$ cat config.mk
export PLATFORM = sky130hd
export DESIGN_NAME = bb_alias_bridge
export DESIGN_NICKNAME = d
export VERILOG_FILES = /design/src/rtl/bb_pkg.sv /design/src/rtl/bb_win_dec.sv /design/src/rtl/bb_bit_op.sv /design/src/rtl/bb_alias_bridge.sv
export SDC_FILE = /design/constraint.sdc
export NUM_CORES = 1
export LEC_CHECK = 0
export ABC_AREA = 1
export BUFFER_PORTS_ARGS = -buffer_cell sky130_fd_sc_hd__buf_4
export CORE_ASPECT_RATIO = 0.6
export CORE_MARGIN = 4
export CORE_UTILIZATION = 47
export DETAILED_ROUTE_END_ITERATION = 7
export GPL_ROUTABILITY_DRIVEN = 0
export PLACE_DENSITY_LB_ADDON = 0.3
export SKIP_CTS_REPAIR_TIMING = 1
export SLEW_MARGIN = 20
export SYNTH_ARGS = -nofsm -noshare
export SYNTH_HDL_FRONTEND = slang
export SYNTH_HIERARCHICAL = 1
export SYNTH_SLANG_ARGS = --single-unit
$ cat constraint.sdc
create_clock -name clk -period 1.5 [get_ports clk]
set_input_delay 0.3 -clock clk [delete_from_list [all_inputs] [get_ports clk]]
set_output_delay 0.3 -clock clk [all_outputs]
set_load 0.05 [all_outputs]
$ cat src/rtl/bb_pkg.sv
package bb_pkg;
  localparam int NWIN = 2;

  typedef enum logic [2:0] {
    ST_IDLE,
    ST_PASS,
    ST_ARD,
    ST_RMW_RD,
    ST_RMW_WR,
    ST_DONE
  } bb_state_e;
endpackage

$ cat src/rtl/bb_win_dec.sv
// Decodes one alias window: hit, backing word address and bit index in word.
module bb_win_dec #(
  parameter int              AW    = 32,
  parameter int              DW    = 32,
  parameter logic [AW-1:0]   ALIAS = 32'h2200_0000,
  parameter logic [AW-1:0]   BASE  = 32'h2000_0000,
  parameter int              OW    = 15
) (
  input  logic [AW-3:0]          word_sel,
  output logic                   hit,
  output logic [AW-1:0]          word_addr,
  output logic [$clog2(DW)-1:0]  bitpos
);
  localparam int LANE_W = $clog2(DW / 8);
  localparam int TOP_LO = OW + 5;

  logic [AW-1:0] target;

  // Window match on the bits above the alias offset field
  assign hit = (word_sel[AW-3:TOP_LO-2] == ALIAS[AW-1:TOP_LO]);
  // Each byte owns 8 alias words of 4 bytes -> byte offset is offset >> 5
  assign target    = BASE + AW'(word_sel[OW+2:3]);
  assign word_addr = {target[AW-1:LANE_W], {LANE_W{1'b0}}};
  assign bitpos    = {target[LANE_W-1:0], word_sel[2:0]};
endmodule

$ cat src/rtl/bb_bit_op.sv
// Bit merge for the write-back and bit extraction for alias reads.
module bb_bit_op #(
  parameter int DW = 32
) (
  input  logic [DW-1:0]          word,
  input  logic [$clog2(DW)-1:0]  bitpos,
  input  logic                   val,
  output logic [DW-1:0]          merged,
  output logic                   bit_out
);
  always_comb begin
    merged         = word;
    merged[bitpos] = val;
  end

  assign bit_out = word[bitpos];
endmodule

$ cat src/rtl/bb_alias_bridge.sv
module bb_alias_bridge #(
  parameter int            AW       = 32,
  parameter int            DW       = 32,
  parameter logic [31:0]   W0_ALIAS = 32'h2200_0000,
  parameter logic [31:0]   W0_BASE  = 32'h2000_0000,
  parameter int            W0_OW    = 15,
  parameter logic [31:0]   W1_ALIAS = 32'h4200_0000,
  parameter logic [31:0]   W1_BASE  = 32'h4000_0000,
  parameter int            W1_OW    = 20
) (
  input  logic           clk,
  input  logic           rst,
  input  logic           cpu_req,
  input  logic           cpu_we,
  input  logic [AW-1:0]  cpu_addr,
  input  logic [DW-1:0]  cpu_wdata,
  output logic           cpu_ready,
  output logic [DW-1:0]  cpu_rdata,
  output logic           mem_req,
  output logic           mem_we,
  output logic [AW-1:0]  mem_addr,
  output logic [DW-1:0]  mem_wdata,
  input  logic           mem_ready,
  input  logic [DW-1:0]  mem_rdata
);
  import bb_pkg::*;

  localparam int BIT_W = $clog2(DW);

  logic [NWIN-1:0] hit_v;
  logic [AW-1:0]   waddr_v [NWIN];
  logic [BIT_W-1:0] bpos_v [NWIN];

  generate
    for (genvar gi = 0; gi < NWIN; gi++) begin : g_win
      localparam logic [AW-1:0] G_ALIAS = (gi == 0) ? AW'(W0_ALIAS) : AW'(W1_ALIAS);
      localparam logic [AW-1:0] G_BASE  = (gi == 0) ? AW'(W0_BASE)  : AW'(W1_BASE);
      localparam int            G_OW    = (gi == 0) ? W0_OW : W1_OW;
      bb_win_dec #(
        .AW(AW), .DW(DW), .ALIAS(G_ALIAS), .BASE(G_BASE), .OW(G_OW)
      ) u_dec (
        .word_sel (cpu_addr[AW-1:2]),
        .hit      (hit_v[gi]),
        .word_addr(waddr_v[gi]),
        .bitpos   (bpos_v[gi])
      );
    end
  endgenerate

  // Lowest-numbered window wins if windows were ever configured to overlap
  logic             any_hit;
  logic [AW-1:0]    sel_waddr;
  logic [BIT_W-1:0] sel_bpos;
  always_comb begin
    any_hit   = 1'b0;
    sel_waddr = '0;
    sel_bpos  = '0;
    for (int i = NWIN - 1; i >= 0; i--) begin
      if (hit_v[i]) begin
        any_hit   = 1'b1;
        sel_waddr = waddr_v[i];
        sel_bpos  = bpos_v[i];
      end
    end
  end

  bb_state_e        st;
  logic             cur_we;
  logic [BIT_W-1:0] bpos_q;
  logic             setv_q;
  logic [DW-1:0]    merged;
  logic             bit_out;

  bb_bit_op #(.DW(DW)) u_bit (
    .word   (mem_rdata),
    .bitpos (bpos_q),
    .val    (setv_q),
    .merged (merged),
    .bit_out(bit_out)
  );

  always_ff @(posedge clk) begin
    if (rst) begin
      st        <= ST_IDLE;
      cur_we    <= 1'b0;
      bpos_q    <= '0;
      setv_q    <= 1'b0;
      cpu_ready <= 1'b0;
      cpu_rdata <= '0;
      mem_req   <= 1'b0;
      mem_we    <= 1'b0;
      mem_addr  <= '0;
      mem_wdata <= '0;
    end else begin
      case (st)
        ST_IDLE: begin
          if (cpu_req) begin
            cur_we  <= cpu_we;
            bpos_q  <= sel_bpos;
            setv_q  <= cpu_wdata[0];
            mem_req <= 1'b1;
            if (any_hit) begin
              mem_addr  <= sel_waddr;
              mem_we    <= 1'b0;
              mem_wdata <= '0;
              st        <= cpu_we ? ST_RMW_RD : ST_ARD;
            end else begin
              mem_addr  <= cpu_addr;
              mem_we    <= cpu_we;
              mem_wdata <= cpu_wdata;
              st        <= ST_PASS;
            end
          end
        end
        ST_PASS: begin
          if (mem_ready) begin
            mem_req   <= 1'b0;
            mem_we    <= 1'b0;
            cpu_ready <= 1'b1;
            cpu_rdata <= cur_we ? '0 : mem_rdata;
            st        <= ST_DONE;
          end
        end
        ST_ARD: begin
          if (mem_ready) begin
            mem_req   <= 1'b0;
            cpu_ready <= 1'b1;
            cpu_rdata <= DW'(bit_out);
            st        <= ST_DONE;
          end
        end
        ST_RMW_RD: begin
          if (mem_ready) begin
            mem_we    <= 1'b1;
            mem_wdata <= merged;
            st        <= ST_RMW_WR;
          end
        end
        ST_RMW_WR: begin
          if (mem_ready) begin
            mem_req   <= 1'b0;
            mem_we    <= 1'b0;
            cpu_ready <= 1'b1;
            cpu_rdata <= '0;
            st        <= ST_DONE;
          end
        end
        default: begin
          cpu_ready <= 1'b0;
          st        <= ST_IDLE;
        end
      endcase
    end
  end
endmodule

==> Word level (Yosys, flattened, before mapping) <==
Cells that the tools add are included.
{ "word_totals": {"out_inout_bits": 99, "regBits": 109} }
{ "classes": {"bitwise": 1, "n_eq_ne": 13, "muxes": 35, "n_reduce_logical": 16, "addsub": 2, "magnitude_cmp": 2} }
{ "op_table": {"columns": ["op", "count"], "rows": [
  ["32-bit 2-to-1 mux", 10],
  ["32-bit case mux with 3 select lines", 1],
  ["32-bit case mux with 2 select lines", 1],
  ["31-bit by 20-bit adder with 32-bit output (first input constant)", 1],
  ["32-bit bitwise mux", 1],
  ["30-bit by 15-bit adder with 31-bit output (first input constant)", 1],
  ["12-bit by 10-bit == test with 1-bit output (second input constant)", 1],
  ["1-bit 2-to-1 mux", 10],
  ["5-bit 2-to-1 mux", 2],
  ["2-bit != test (second input constant)", 5],
  ["3-bit 2-to-1 mux", 3],
  ["3-bit case mux with 3 select lines", 1],
  ["3-bit AND reduction", 3],
  ["4-bit AND reduction", 2],
  ["7-bit by 6-bit == test with 1-bit output (second input constant)", 1],
  ["3-bit by 2-bit == test with 1-bit output (second input constant)", 2],
  ["5-bit by 6-bit < comparator with 1-bit output (second input constant)", 1],
  ["3-bit nonzero test", 2],
  ["1-bit binary-select mux with 5-bit select", 1],
  ["1-bit demux with 5-bit select", 1],
  ["5-bit by 1-bit greater-or-equal comparator with 1-bit output (second input constant)", 1],
  ["2-bit by 1-bit != test with 1-bit output (second input constant)", 2],
  ["1-bit case mux with 2 select lines", 2],
  ["2-bit AND reduction", 2],
  ["10 further kinds", 12]
]} }

==> Depth between registers and ports, before layout <==
Gate-level depths: netlist of run 1.
{ "depth": {"ltp_word": 7, "depth_mapped": 14, "mapped_depth_nobuf": 13} }

==> Cells and area by module <==
The synthesis of run 1 kept the hierarchy.
{ "modules_own_cells": {"columns": ["mod", "cells_each", "n_inst", "area_per_inst_um2"], "rows": [
  ["bb_alias_bridge", 704, 1, 4976.0],
  ["bb_bit_op", 201, 1, 894.6],
  ["bb_win_dec (g_win[0].u_dec)", 56, 1, 351.6],
  ["bb_win_dec (g_win[1].u_dec)", 47, 1, 315.3]
]} }

==> Worst setup path before layout of run 1 <==
Ideal clock, no wire load.
{ "synth_timing": {"path_type": "reg-to-reg", "from": "register bpos_q[2]", "to": "register mem_wdata[3]", "path_slack_ns": -0.013, "stages_incl_launch_ff": 9, "required_time_ns": 1.430, "n_path_buf": 1, "period_less_slack_ns": 1.513, "arrival_ns": 1.443, "cell_sequence": "dfxtp_1 > buf_6 > nor3_1 > nand2_1 > o21ai_0 > nand2_1 > o21ai_0 > nand2_1 > a21oi_1"} }
{ "synth_via": {"elab_chain_len": 7, "elab_cells_between_ends": 8, "cone_classes": "2 x order compare; 5 x mux; 1 x reduce/logical"} }
{ "synth_lines": {"columns": ["item", "line", "source"], "rows": [
  ["start: declaration", "bb_alias_bridge.sv:69", "logic [BIT_W-1:0] bpos_q;"],
  ["start signal: assignment", "bb_alias_bridge.sv:99", "bpos_q <= sel_bpos;"],
  ["5-bit by 6-bit < comparator with 1-bit output (implied by the code) or 5-bit by 1-bit greater-or-equal comparator with 1-bit output (tied branches)", "bb_bit_op.sv:13", "merged[bitpos] = val;"],
  ["1-bit logical AND (implied by the code)", "bb_bit_op.sv:13", null],
  ["1-bit 2-to-1 mux (implied by the code)", "bb_bit_op.sv:13", null],
  ["1-bit demux with 5-bit select *", null, null],
  ["32-bit bitwise mux *", "bb_bit_op.sv:13", null],
  ["named net merged[3]", "bb_alias_bridge.sv:71", "logic [DW-1:0] merged;"],
  ["32-bit 2-to-1 mux *", "bb_alias_bridge.sv:133", "if (mem_ready) begin"],
  ["32-bit case mux with 2 select lines *", "bb_alias_bridge.sv:95", "case (st)"],
  ["end signal: assignment", "bb_alias_bridge.sv:110", "mem_wdata <= cpu_wdata;"],
  ["end signal: assignment", "bb_alias_bridge.sv:135", "mem_wdata <= merged;"],
  ["end: declaration", "bb_alias_bridge.sv:22", "output logic [DW-1:0] mem_wdata,"]
]} }
The timed path passes the listed nets; every way through them passes the cells marked *. The select of a mux whose other input is x is not followed.
A chain may end at the register's enable or synchronous reset.

==> Worst setup path after layout of run 1 <==
{ "layout_timing": {"from": "register bpos_q[0]", "to": "register cpu_rdata[0]"} }
{ "layout_via": {"elab_chain_len": 4} }
{ "layout_lines": {"columns": ["item", "line", "source"], "rows": [
  ["1-bit binary-select mux with 5-bit select", "bb_bit_op.sv:16", "assign bit_out = word[bitpos];"],
  ["1-bit 2-to-1 mux (implied by the code)", "bb_bit_op.sv:16", null],
  ["named net bit_out", "bb_alias_bridge.sv:72", "logic bit_out;"],
  ["32-bit 2-to-1 mux", "bb_alias_bridge.sv:125", "if (mem_ready) begin"],
  ["32-bit case mux with 3 select lines", "bb_alias_bridge.sv:95", null],
  ["end signal: assignment", "bb_alias_bridge.sv:120", "cpu_rdata <= cur_we ? '0 : mem_rdata;"],
  ["end signal: assignment", "bb_alias_bridge.sv:128", "cpu_rdata <= DW'(bit_out);"],
  ["end: declaration", "bb_alias_bridge.sv:18", "output logic [DW-1:0] cpu_rdata,"]
]} }
The timed path passes the listed nets, and every way through them passes these cells. The select of a mux whose other input is x is not followed.

==> impl_metrics.ini, run 1 <==
[synth]
ys_ff_latch = 109
synth_simple_gate_area_share_pct = 29.4
synth-adder-area-share_pct = 0
synth_compound_area_share_pct = 20.9
synth_cells = 1008
synthMuxAreaShare_pct = 0
synth_xor_area_share_pct = 0
seq_area_frac_synth_pct = 33.4
syn_area_um2 = 6540
synth_top_family_by_area = simple AND/OR/NAND/NOR gates
avgSynthCellArea_um2 = 6.49
ys_warn_count = 6
ys_types = 28

[layout]
num-nets-final = 1296
final_util_pct = 67.6
diodes = 0
syn2layout_area_growth_pct = 40.8
final-instance-count-excl-fill = 1374
drive_gt1_share_pct = 33.8

[floorplanning]
core-area_um2 = 13600
die_area_um2 = 15900
dieHeight_um = 99.4
ios = 200
start_util_pct = 48.0
fp.dieW_um = 160
rows = 33

[grt]
grt_first_pass_wirelength_um = 34300
overflow = 0
grt_max_degree = 65
grt_usage_pct = 26.5
antenna_found_initial = 0
grt_pass1_vias = 6363

[min_path]
holdCritPathClass = primary input to flop
hold-path-cell-count = 3
holdPathEnd = setv_q$_SDFFE_PP0P_
hp-start = cpu_wdata[0]

[sta]
rsz0062_at_grt = true
setup_viol = 26
max_freq_ghz = 0.618
fin_worst_skew_ns = 0.00553
period_needed_ns = 1.62
finalHoldViolations = 0
hold_slack_ns = 0.212
setup_ws_ns = -0.118
slew_viol_final = 0
min_period_over_period_pct = 108

[drt]
drc_errors = 0
drt_first_pass_iters = 8
wl_um = 24800
vias = 7568
vias_per_cell = 5.51
antenna_left = 0
drt-initial-drc-count = 886
wl_per_cell_um = 18.0

[setup_path]
r2r_end = cpu_rdata[0]$_SDFFE_PP0P_
critical_path.endpoint_type = flop
reg2reg_slack_ns = -0.12
worst-path-max-fanout = 7
start_kind = flop
cp.required_ns = 1.74
critical_path_class = flop to flop
arrival_ns = 1.86
r2r_start = bpos_q[0]$_SDFFE_PP0P_
r2r_cells = 14

[clocking]
clkTransAtPathRegs_ns = 0.07
cts_buffer_depth = 2
cts_root_buf = clkbuf_16
cts_made_buffers = 9
worstSkewPairLatency_ns = 0.35
cts_htree_levels = 3
cts_sinks = 109
cts_tree = done

[placement]
dp_cells = 1333
hpwlAfterDp_um = 16300
port_buffers = 199

[pwr]
total_switching_power_mw = 9.85
combPwrFrac_pct = 65.0
power_frac_clock_pct = 11.8
p_seq_share_pct = 23.2
p_leak_nw = 4.19
p_per_area_nw_per_um2 = 2140
power_switching_share_pct = 50.1
power_mw = 19.7
internal_power_mw = 9.82
ir_drop_mv = 1.27

[status]
status = finished, violations left
violations = setup timing

[flow_run]
cap_viol_max_count = 0
-- power by group through the flow --
stage | registers [mW] | logic, mW | clock network, mW
after floorplan | 7.19 | 4.20 | 0
after global placement | 4.47 | 10.0 | 0
after detailed placement | 4.47 | 10.1 | 0
after CTS | 4.43 | 10.2 | 2.35
after global routing | 4.67 | 13.4 | 2.47
final | 4.56 | 12.8 | 2.32
-- sequential cells by signal, indices dropped and copies added (netlist names) --
| signal | cells |
|---|---|
| bpos_q | 5 |
| mem_wdata | 32 |
| mem_we | 1 |
| setv_q | 1 |
| mem_req | 1 |
| cur_we | 1 |
| cpu_ready | 1 |
| cpu_rdata | 32 |
| st | 3 |
| mem_addr | 32 |
-- cell type report --
type	count	area, um^2
flip-flops and latches	109	2200
fillers	1168	4420
multi-input cells	748	3730
clock inverters	3	21.3
inverters	39	161
clock buffers	12	256
repair buffers	288	2620
well taps	175	219
-- logic make-up after synthesis --
| family | after synthesis |
|---|---|
| simple gates | 473 |
| other cells | 4 |
| buf+inv | 180 |
| flops | 109 |
| compound gates | 242 |
-- per-stage QoR --
step | setup slack [ns] | setup TNS, ns | area, um^2
2_1_floorplan | 0.0100 | 0 | 6650
3_3_place_gp | -0.160 | -5.17 | 8130
3_5_place_dp | -0.161 | -5.87 | 8130
4_1_cts | -0.143 | -2.06 | 8410
5_1_grt | -0.147 | -3.66 | 9210
6_report | -0.118 | -0.772 | 9210
-- synth_stat cells --
master / number / share of area (%)
nand2_1: 318 / 18
o21ai_0: 113 / 8.7
dfxtp_1: 109 / 33
nor2_1: 95 / 5.5
buf_4: 88 / 10
a21oi_1: 72 / 5.5
nand3_1: 40 / 3.1
a41oi_1: 32 / 4.3
inv_1: 31 / 1.8
clkbuf_1: 27 / 1.6
buf_2: 24 / 1.8
a31oi_1: 17 / 1.6
inv_2: 7 / 0.40
a22oi_1: 5 / 0.57
nand2_2: 5 / 0.48
nor2_2: 5 / 0.48
conb_1: 4 / 0.23
buf_6: 2 / 0.34
nand2_4: 2 / 0.34
nor2_4: 2 / 0.34
nor3_2: 2 / 0.31
o21ai_1: 2 / 0.15
a211oi_1: 1 / 0.11
clkinv_1: 1 / 0.057
nand3_2: 1 / 0.15
nor3_1: 1 / 0.076
nor3_4: 1 / 0.25
nor3b_2: 1 / 0.19
-- how the worst max path moves through the flow --
| stage | startpoint | cells after the start | slack (ns) | to |
|---|---|---|---|---|
| after floorplan | bpos_q[4]$_SDFFE_PP0P_ | 8 | 0.01 | mem_wdata[19]$_SDFFE_PP0P_ |
| after global placement | cpu_addr[24] | 12 | -0.16 | st[0]$_SDFFE_PP0P_ |
| after detailed placement | cpu_addr[21] | 12 | -0.16 | st[0]$_SDFFE_PP0P_ |
| after CTS | bpos_q[2]$_SDFFE_PP0P_ | 8 | -0.14 | mem_wdata[21]$_SDFFE_PP0P_ |
| after global routing | bpos_q[0]$_SDFFE_PP0P_ | 9 | -0.15 | mem_wdata[24]$_SDFFE_PP0P_ |
| final | bpos_q[0]$_SDFFE_PP0P_ | 14 | -0.12 | cpu_rdata[0]$_SDFFE_PP0P_ |
-- metal layers --
metal | share of wire, % | vias to the layer above | GRT usage [%] | routed length, um
li1 | - | 3600 | - | -
met1 | 45 | 3493 | 40.8 | 11200
met2 | 40 | 427 | 35.1 | 9930
met3 | 13 | 48 | 9.57 | 3320
met4 | 1.4 | 0 | 4.89 | 344
met5 | 0 | - | 0 | 0
-- cell usage in the layout, fill, tap and decap left out, types with 31 or more instances in the layout --
master,instances
a21oi_1,57
a41oi_1,31
dfxtp_1,101
o21ai_0,68
nand3_1,35
o21ai_1,37
conb_1,33
nand2_1,306
nor2_1,80
buf_4,246
-- worst max-delay path, cell delays in order (launching register included) --
cell and delay [ns]:
dfxtp_2 0.34, buf_6 0.14, buf_12 0.14, nand2_2 0.05, nand2_1 0.05, nand2_1 0.05
nand2_1 0.07, nand2_1 0.08, nand2_1 0.09, nor2_1 0.11, nand2_1 0.06, inv_1 0.05
nor2_1 0.03, a211oi_1 0.18, nor2_1 0.07
No activity file was read; power rests on OpenSTA's default activity.
==> run 2, diff against run 1 <==
PLACE_DENSITY_LB_ADDON = 0.15   (was 0.3)
==> run 2 against run 1 <==
The run still ends with setup timing left; sequential share of layout area shrank 1.2 points; setup slack lost 0.050 ns; worst hold slack lost 0.013 ns; global-route usage shrank 0.89 points; clock skew grew 0.0048 ns; clock power grew 7%; sequential cell count is the same; non-clock buffer count grew 27; largest power group unchanged.
==> impl_metrics.ini, run 2 (synthesized netlist as in run 1, its figures left out) <==
[floorplanning]
fp.dieW_um = 160
core-area_um2 = 13600
dieHeight_um = 99.4
start_util_pct = 48.0
die_area_um2 = 15900
rows = 33
ios = 200

[status]
status = finished, violations left
violations = setup timing

[pwr]
combPwrFrac_pct = 65.2
p_leak_nw = 4.38
total_switching_power_mw = 9.92
power_switching_share_pct = 48.7
power_mw = 20.4
p_per_area_nw_per_um2 = 2100
p_seq_share_pct = 22.6
ir_drop_mv = 1.24
power_frac_clock_pct = 12.2
internal_power_mw = 10.4

[drt]
drt-initial-drc-count = 758
wl_met1_um = 11400
drc_errors = 0
vias = 7551
met2_length_um = 9880
wl_um = 24400
wl_met3_um = 2820
antenna_left = 0
wl_per_cell_um = 17.4
drt_first_pass_iters = 7
vias_per_cell = 5.39
highest_layer = met4

[sta]
setup_tns_ns = -2.61
fin_worst_skew_ns = 0.0104
setup_ws_ns = -0.168
setup_viol = 50
rsz0062_at_grt = true
slew_viol_final = 0
max_freq_ghz = 0.599
min_period_over_period_pct = 111
finalHoldViolations = 0
hold_slack_ns = 0.199
period_needed_ns = 1.67

[clocking]
cts_root_buf = clkbuf_16
cts_tree = done
cts_sinks = 109
cts_buffer_depth = 2
cts_htree_levels = 3
clkTransAtPathRegs_ns = 0.08
cts_made_buffers = 9
worstSkewPairLatency_ns = 0.35

[setup_path]
critical_path.endpoint_type = flop
cp.required_ns = 1.74
arrival_ns = 1.91
start_kind = flop
worst-path-max-fanout = 8
critical_path_class = flop to flop

[placement]
hpwlAfterDp_um = 16000
port_buffers = 199
dpl_worst_slack_ns = -0.165

[flow_run]
cap_viol_max_count = 0

[layout]
mostFrequentLayoutCells = 308 x nand2_1, 261 x buf_4, 101 x dfxtp_1
drive_gt1_share_pct = 37.2
reg_top3 = cpu_rdata: 32 flops, mem_addr: 32 flops, mem_wdata: 32 flops
num-nets-final = 1323
layout_commonest_cell = nand2_1
diodes = 0
syn2layout_area_growth_pct = 48.7

[grt]
overflow = 0
grt_first_pass_wirelength_um = 33200
grt_usage_pct = 25.6
antenna_found_initial = 0
grt_max_degree = 70
grt_pass1_vias = 6183

[min_path]
holdCritPathClass = primary input to flop
-- run 2: power by group through the flow --
stage / clock network [mW] / logic [mW] / registers (mW)
floorplan: 0 / 4.20 / 7.19
global placement: 0 / 9.99 / 4.47
detailed placement: 0 / 10.0 / 4.46
CTS: 2.51 / 10.1 / 4.42
global route: 2.62 / 14.0 / 4.72
finish: 2.48 / 13.3 / 4.60
-- run 2: per-stage QoR --
stage	util [%]	instances	cell area, um^2
finish	71.3	1401	9720
global route	71.3	1401	9720
CTS	62.4	1361	8510
detailed placement	60.2	1346	8210
global placement	60.2	1346	8210
floorplan	-	1037	6650
-- run 2: cell type report --
class	instances	area, um^2
Clock inverter	5	61.3
Tap cell	175	219
Multi-Input combinational cell	748	3920
Fill cell	1109	3910
Clock buffer	10	239
Sequential cell	109	2210
Inverter	39	163
Timing Repair Buffer	315	2910
-- run 2: final timing paths --
check,from,endpoint,slack (ns),cells after the start
worst max register to register,bpos_q[0]$_SDFFE_PP0P_,cpu_rdata[0]$_SDFFE_PP0P_,-0.17,14
worst max-delay path,bpos_q[0]$_SDFFE_PP0P_,cpu_rdata[0]$_SDFFE_PP0P_,-0.17,14
worst min register to register,mem_we$_SDFFE_PP0P_,mem_we$_SDFFE_PP0P_,0.46,2
worst min-delay path,cpu_wdata[0],setv_q$_SDFFE_PP0P_,0.20,3
-- run 2: layer usage --
| layer | GRT usage, % | vias up |
|---|---|---|
| met3 | 6.63 | 27 |
| met2 | 33.4 | 398 |
| met5 | 0 | - |
| li1 | - | 3655 |
| met1 | 41.5 | 3471 |
| met4 | 4.63 | 0 |
-- run 2: critical path, cell delays in order (launching register included) --
cell	delay, ns
dfxtp_4	0.37
buf_8	0.15
buf_6	0.12
nand2_2	0.05
nand2_1	0.04
nand2_1	0.06
nand2_1	0.07
nand2_1	0.06
nand2_1	0.07
nor2_1	0.14
nand2_1	0.08
inv_1	0.06
nor2_1	0.03
a211oi_1	0.18
nor2_1	0.07
